==> src/rtl/hzsel_pkg.sv <==
package hzsel_pkg;

  typedef enum logic [2:0] {
    OP_ALU    = 3'd0,
    OP_LOAD   = 3'd1,
    OP_FP     = 3'd2,
    OP_STORE  = 3'd3,
    OP_BRANCH = 3'd4
  } op_class_e;

  localparam logic MODE_ROTATE = 1'b0;
  localparam logic MODE_HAZARD = 1'b1;

  // only producing classes claim a destination
  function automatic logic op_writes(input logic [2:0] c);
    return (c == OP_ALU) || (c == OP_LOAD) || (c == OP_FP);
  endfunction

endpackage

==> src/rtl/hzsel_scoreboard.sv <==
module hzsel_scoreboard #(
  parameter int NUM_REGS = 32,
  parameter int CW       = 3
) (
  input  logic                        clk,
  input  logic                        rst,
  input  logic [$clog2(NUM_REGS):0]   rd_a,
  input  logic [$clog2(NUM_REGS):0]   rd_b,
  input  logic                        wr_en,
  input  logic [$clog2(NUM_REGS):0]   wr_reg,
  input  logic [CW-1:0]               wr_cnt,
  output logic                        rdy_a,
  output logic                        rdy_b
);
  localparam int RW   = $clog2(NUM_REGS) + 1;
  localparam int NENT = 2 * NUM_REGS;

  // cycles left until each register may be read; zero means ready
  logic [CW-1:0] cnt [NENT];

  always_ff @(posedge clk) begin
    for (int e = 0; e < NENT; e++) begin
      if (rst || e == 0)
        cnt[e] <= '0;
      else if (wr_en && wr_reg == RW'(e))
        cnt[e] <= wr_cnt;
      else if (cnt[e] != '0)
        cnt[e] <= cnt[e] - 1'b1;
    end
  end

  assign rdy_a = (cnt[rd_a] == '0);
  assign rdy_b = (cnt[rd_b] == '0);


  busy_after_write_chk: assert property (@(posedge clk) disable iff (rst)
    ($past(wr_en) && $past(wr_cnt) != '0 && $past(wr_reg) != '0 &&
     rd_a == $past(wr_reg)) |-> !rdy_a);


  zero_ready_chk: assert property (@(posedge clk) disable iff (rst)
    (rd_a == '0) |-> rdy_a);

endmodule

==> src/rtl/hzsel_arbiter.sv <==
module hzsel_arbiter #(
  parameter int NT = 4,
  parameter int TW = 2
) (
  input  logic          clk,
  input  logic          rst,
  input  logic [NT-1:0] req,
  input  logic [TW-1:0] base,
  output logic [NT-1:0] gnt
);
  // first requester at or after base, wrapping
  always_comb begin
    logic found;
    gnt   = '0;
    found = 1'b0;
    for (int i = 0; i < NT; i++) begin
      int k;
      k = int'(base) + i;
      if (k >= NT) k = k - NT;
      if (!found && req[k]) begin
        gnt[k] = 1'b1;
        found  = 1'b1;
      end
    end
  end


  grant_onehot_chk: assert property (@(posedge clk) disable iff (rst)
    $onehot0(gnt));


  grant_req_chk: assert property (@(posedge clk) disable iff (rst)
    (gnt & ~req) == '0);

endmodule

==> src/rtl/hzsel_top.sv <==
module hzsel_top #(
  parameter int NUM_THREADS = 4,
  parameter int NUM_REGS    = 32,
  parameter int LAT_ALU     = 1,
  parameter int LAT_LOAD    = 3,
  parameter int LAT_FP      = 4
) (
  input  logic                                   clk,
  input  logic                                   rst,
  input  logic                                   mode,
  input  logic [NUM_THREADS-1:0]                 thr_valid,
  input  logic [NUM_THREADS*3-1:0]               thr_cls,
  input  logic [NUM_THREADS*($clog2(NUM_REGS)+1)-1:0] thr_dst,
  input  logic [NUM_THREADS*($clog2(NUM_REGS)+1)-1:0] thr_src_a,
  input  logic [NUM_THREADS*($clog2(NUM_REGS)+1)-1:0] thr_src_b,
  output logic                                   sel_valid,
  output logic [(NUM_THREADS>1 ? $clog2(NUM_THREADS) : 1)-1:0] sel_tid
);
  import hzsel_pkg::*;

  localparam int TW      = (NUM_THREADS > 1) ? $clog2(NUM_THREADS) : 1;
  localparam int RW      = $clog2(NUM_REGS) + 1;
  localparam int LAT_MAX = (LAT_FP > LAT_LOAD) ?
                           ((LAT_FP > LAT_ALU) ? LAT_FP : LAT_ALU) :
                           ((LAT_LOAD > LAT_ALU) ? LAT_LOAD : LAT_ALU);
  localparam int CW      = $clog2(LAT_MAX + 1);

  function automatic logic [TW-1:0] step_tid(input logic [TW-1:0] t);
    if (t == TW'(NUM_THREADS - 1)) return '0;
    else                           return t + 1'b1;
  endfunction

  logic [TW-1:0]          turn_q, pick_tid, next_turn;
  logic                   pick_v;
  logic [NUM_THREADS-1:0] elig, gnt, wr_en_t;

  genvar t;
  generate
    for (t = 0; t < NUM_THREADS; t++) begin : g_thr
      op_class_e     cls;
      logic [CW-1:0] cnt_set;
      logic          rdy_a, rdy_b;

      assign cls = op_class_e'(thr_cls[t*3 +: 3]);

      always_comb begin
        case (cls)
          OP_ALU:  cnt_set = CW'(LAT_ALU - 1);
          OP_LOAD: cnt_set = CW'(LAT_LOAD - 1);
          OP_FP:   cnt_set = CW'(LAT_FP - 1);
          default: cnt_set = '0;
        endcase
      end

      assign wr_en_t[t] = pick_v && (pick_tid == TW'(t)) && op_writes(thr_cls[t*3 +: 3]);

      hzsel_scoreboard #(.NUM_REGS(NUM_REGS), .CW(CW)) u_sb (
        .clk    (clk),
        .rst    (rst),
        .rd_a   (thr_src_a[t*RW +: RW]),
        .rd_b   (thr_src_b[t*RW +: RW]),
        .wr_en  (wr_en_t[t]),
        .wr_reg (thr_dst[t*RW +: RW]),
        .wr_cnt (cnt_set),
        .rdy_a  (rdy_a),
        .rdy_b  (rdy_b)
      );

      assign elig[t] = thr_valid[t] && rdy_a && rdy_b;
    end
  endgenerate

  hzsel_arbiter #(.NT(NUM_THREADS), .TW(TW)) u_arb (
    .clk  (clk),
    .rst  (rst),
    .req  (elig),
    .base (turn_q),
    .gnt  (gnt)
  );

  always_comb begin
    if (mode == MODE_HAZARD) begin
      pick_v   = |gnt;
      pick_tid = '0;
      for (int i = 0; i < NUM_THREADS; i++)
        if (gnt[i]) pick_tid = TW'(i);
      next_turn = pick_v ? step_tid(pick_tid) : turn_q;
    end else begin
      pick_tid  = turn_q;
      pick_v    = elig[turn_q];
      next_turn = step_tid(turn_q);
    end
  end

  always_ff @(posedge clk) begin
    if (rst) begin
      turn_q    <= '0;
      sel_valid <= 1'b0;
      sel_tid   <= '0;
    end else begin
      turn_q    <= next_turn;
      sel_valid <= pick_v;
      sel_tid   <= pick_v ? pick_tid : '0;
    end
  end


  rr_slot_chk: assert property (@(posedge clk) disable iff (rst)
    (sel_valid && $past(sel_valid) && $past(mode) == MODE_ROTATE &&
     $past(mode, 2) == MODE_ROTATE) |-> sel_tid == step_tid($past(sel_tid)));

endmodule

==> config.mk <==
export PLATFORM = sky130hd
export DESIGN_NAME = hzsel_top
export DESIGN_NICKNAME = d
export VERILOG_FILES = /design/src/rtl/hzsel_pkg.sv /design/src/rtl/hzsel_scoreboard.sv /design/src/rtl/hzsel_arbiter.sv /design/src/rtl/hzsel_top.sv
export SDC_FILE = /design/constraint.sdc
export NUM_CORES = 2
export LEC_CHECK = 0
export BUFFER_PORTS_ARGS = -buffer_cell sky130_fd_sc_hd__buf_4
export CAP_MARGIN = 15
export CORE_ASPECT_RATIO = 1.5
export CORE_MARGIN = 2
export CORE_UTILIZATION = 50
export CTS_BUF_LIST = sky130_fd_sc_hd__clkbuf_4
export DETAILED_ROUTE_END_ITERATION = 6
export GPL_TIMING_DRIVEN = 0
export MAX_ROUTING_LAYER = met4
export PLACE_DENSITY = 0.66
export RECOVER_POWER = 50
export SETUP_SLACK_MARGIN = 0.3
export SLEW_MARGIN = 30
export SYNTH_ARGS = -nofsm -noshare
export SYNTH_HDL_FRONTEND = slang
export SYNTH_SLANG_ARGS = --single-unit
==> constraint.sdc <==
create_clock -name clk -period 16.1 [get_ports clk]
set_input_delay 3.22 -clock clk [delete_from_list [all_inputs] [get_ports clk]]
set_output_delay 3.22 -clock clk [all_outputs]
set_load 0.03 [all_outputs]
==> results_dict.tcl <==
set metrics [dict create \
    required_ns 16.95 \
    yosys.area.top_type_share_pct 41.9 \
    worst_r2r_path_depth 14 \
    gp_congestion 1.01 \
    worstSetupPathType "in -> reg" \
    setup_viol 0 \
    drtIter0Drc 4782 \
    fin_crit_sh_pct 70.3 \
    grt-ovfl-total 0 \
    startpoint_type "input port" \
    root_buffer "clkbuf_4" \
    pwr_density_cell_mw_per_mm2 173 \
    wl_met1_um 64600 \
    synth-main-ff-cell "edfxtp_1" \
    core_area_mm2 0.108 \
    antenna_found_initial 7 \
    post_cts_buffers 0 \
    hold_path.class "reg -> reg" \
    cts_sinks 761 \
    yosysWarnings 0 \
    netlist_area_mm2 0.0542 \
    pre_cts_slack_ns 5.65 \
    synth_edf_count 756 \
    synth_seq_cells 761 \
    io_pins 94 \
    top_layer_used "met4" \
    wl_met3_um 15800 \
    crit_fanout 10 \
    r2r_start "g_thr[2].u_sb.cnt[6][2]$_SDFFCE_PN0P_" \
    period_minus_slack_ns 11.32 \
    die_y_um 407 \
    htree_levels 4 \
    synthToLayoutAreaGrowth_pct 7.10 \
    min_from "g_thr[0].u_sb.cnt[15][0]$_DFFE_PP_" \
    fmax_ghz 0.0883 \
    grt_pass1_vias 47000 \
    clock_path_buffers 3 \
    rows 148 \
    synthArstFlopShare_pct 0 \
    grt_pass1_wl_um 273000 \
    routedWlPerCell_um 25.1 \
    outcome "completed" \
    port_buffers 72 \
    clk_pin_slew_ns 0.06 \
    initial_utilization_pct 50.2 \
    worstSetupEndpointType "register" \
    dr.pass1.iters 6 \
    cts_made_buffers 192 \
    rsz0062_at_grt "false" \
    drc 0 \
    wl_um 182000 \
    ant_nets 0 \
    fin_nets 6258 \
    clkLatencyLatePin_ns 1.24 \
    slew_headroom_pct 15.9 \
    timing.final.hold_violations 0 \
    wl_met2_um 87000 \
    slew_violations 0 \
    vias 46400 \
    yosysTopAreaCell "edfxtp_1" \
    hold-path-cell-count 1 \
    power.leakage_nw 21.9 \
    rr_endpoint "g_thr[0].u_sb.cnt[30][2]$_SDFFCE_PN0P_" \
    whs_endpoint "g_thr[0].u_sb.cnt[15][0]$_DFFE_PP_" \
    synth_nets 5989 \
    post-dp-hpwl_um 135000 \
    drive_above_1_share_pct 11.3 \
    cts-resized-gates 0 \
    cap_violations 0 \
    synth_most_common_cell "inv_1" \
    viasPerCell 6.42 \
    cts_tree "yes" \
    fin_tns_setup_ns 0 \
    reg2reg_slack_ns 7.76 \
    ir_worst_vdd_mv 0.0939 \
    ys_top_cells_by_count "inv_1 (811), edfxtp_1 (756), ha_1 (511)" \
    synth_area_per_cell_um2 10.1 \
    synth-seq-area-share_pct 42.0 \
    synth_area_leaders "edfxtp_1 (42%), ha_1 (12%), inv_1 (5.6%), mux2i_1 (3.5%), nor4_1 (3.1%)" \
    die_w_um 273 \
    arrival_ns 12.18 \
    grt_max_degree 17 \
    fin_skew_ns 0.0744 \
    fin_ws_ns 4.78 \
    grtUsageTotal_pct 33.2 \
    dieArea_mm2 0.111 \
    worst_pin_slew_ns 1.23 \
    hold_buffers 0 \
    netlist_instances 5387 \
    ys_types 106 \
]
-- placed cells by master (no fill, tap or decap), types with 123 or more instances in the layout --
cell type	instances
mux2i_1	192
o22ai_1	202
nor3_1	318
edfxtp_1	756
o21ai_0	171
clkbuf_4	284
ha_1	511
nor4_1	320
a21oi_1	123
nor2_1	243
inv_1	811
or3_1	217
nand2_1	195
o211ai_1	141
clkbuf_1	214
-- cells by family after synthesis --
| group | Yosys count | share of synthesized area [%] |
|---|---|---|
| XOR/XNOR | 4 | 0.0646 |
| buffers and inverters | 1138 | 8.22 |
| AND/OR/NAND/NOR | 1682 | 18.6 |
| adder cells (fa/ha/maj) | 511 | 11.8 |
| flip-flops | 761 | 42.0 |
| AO/OA/AOI/OAI | 990 | 12.6 |
| multiplexers | 301 | 6.64 |
-- power breakdown --
group,switching (mW),total (mW),internal [mW]
sequential,0.608,4.04,3.44
clock,0.850,1.69,0.844
combinational,2.48,4.30,1.81
-- routing by layer --
layer  up-vias  track usage, %
met2      2435            54.4
met3       782            6.57
met4         0            21.9
met1     22200            36.6
met5         -               -
li1      21000               -
-- critical path, stage by stage --
cell and delay [ns]:
clkbuf_1 0.71, clkbuf_1 0.61, clkbuf_1 0.58, a211oi_1 0.08, a2111oi_0 0.63, o21ai_0 0.16
o311ai_0 0.17, nand4_1 0.50, mux2_1 0.57, mux2i_1 0.44, mux2_1 0.39, a2111oi_0 1.03
a21oi_1 0.61, clkbuf_1 0.48, nand4b_1 0.69, nor2_2 0.97, a2111oi_0 0.29
-- state kept, by name (all words and copies together) (netlist names) --
register        flops
turn_q              2
g_thr.u_sb.cnt    756
sel_valid           1
sel_tid             2
-- worst max path at each step --
stage,end,from,slack (ns),cells after the start
after floorplan,g_thr[0].u_sb.cnt[43][0]$_DFFE_PP_,thr_src_b[13],8.08,16
after global placement,g_thr[0].u_sb.cnt[43][1]$_DFFE_PP_,thr_src_a[13],5.69,17
after detailed placement,g_thr[0].u_sb.cnt[43][1]$_DFFE_PP_,thr_src_a[13],5.65,17
after CTS,g_thr[0].u_sb.cnt[43][1]$_DFFE_PP_,thr_src_a[13],6.91,17
after global routing,g_thr[0].u_sb.cnt[46][2]$_SDFFCE_PN0P_,thr_src_a[13],4.68,17
final,g_thr[0].u_sb.cnt[30][2]$_SDFFCE_PN0P_,thr_src_a[13],4.78,17
-- area by class of cell --
type,count,area [um2]
inverter,817,3070
sequential,761,22800
antenna,16,40.0
clock inverter,40,234
timing repair buffer,75,547
multi-input combinational,3488,26100
clock buffer,284,2130
fill,9874,49900
buffer,321,1360
tap,1425,1780
-- stage by stage --
stage	cell area, um2	power [mW]	utilization [%]	cells	hold WS [ns]
detailed placement	56600	8.35	52.5	6886	0.573
global placement	56600	8.17	52.4	6884	0.572
floorplan	54200	7.10	-	5387	0.550
CTS	59000	10.0	54.6	7210	0.582
global route	58100	10.8	53.8	7223	0.601
finish	58100	10.0	53.8	7227	0.581
Power figures use the tool's default switching activity.
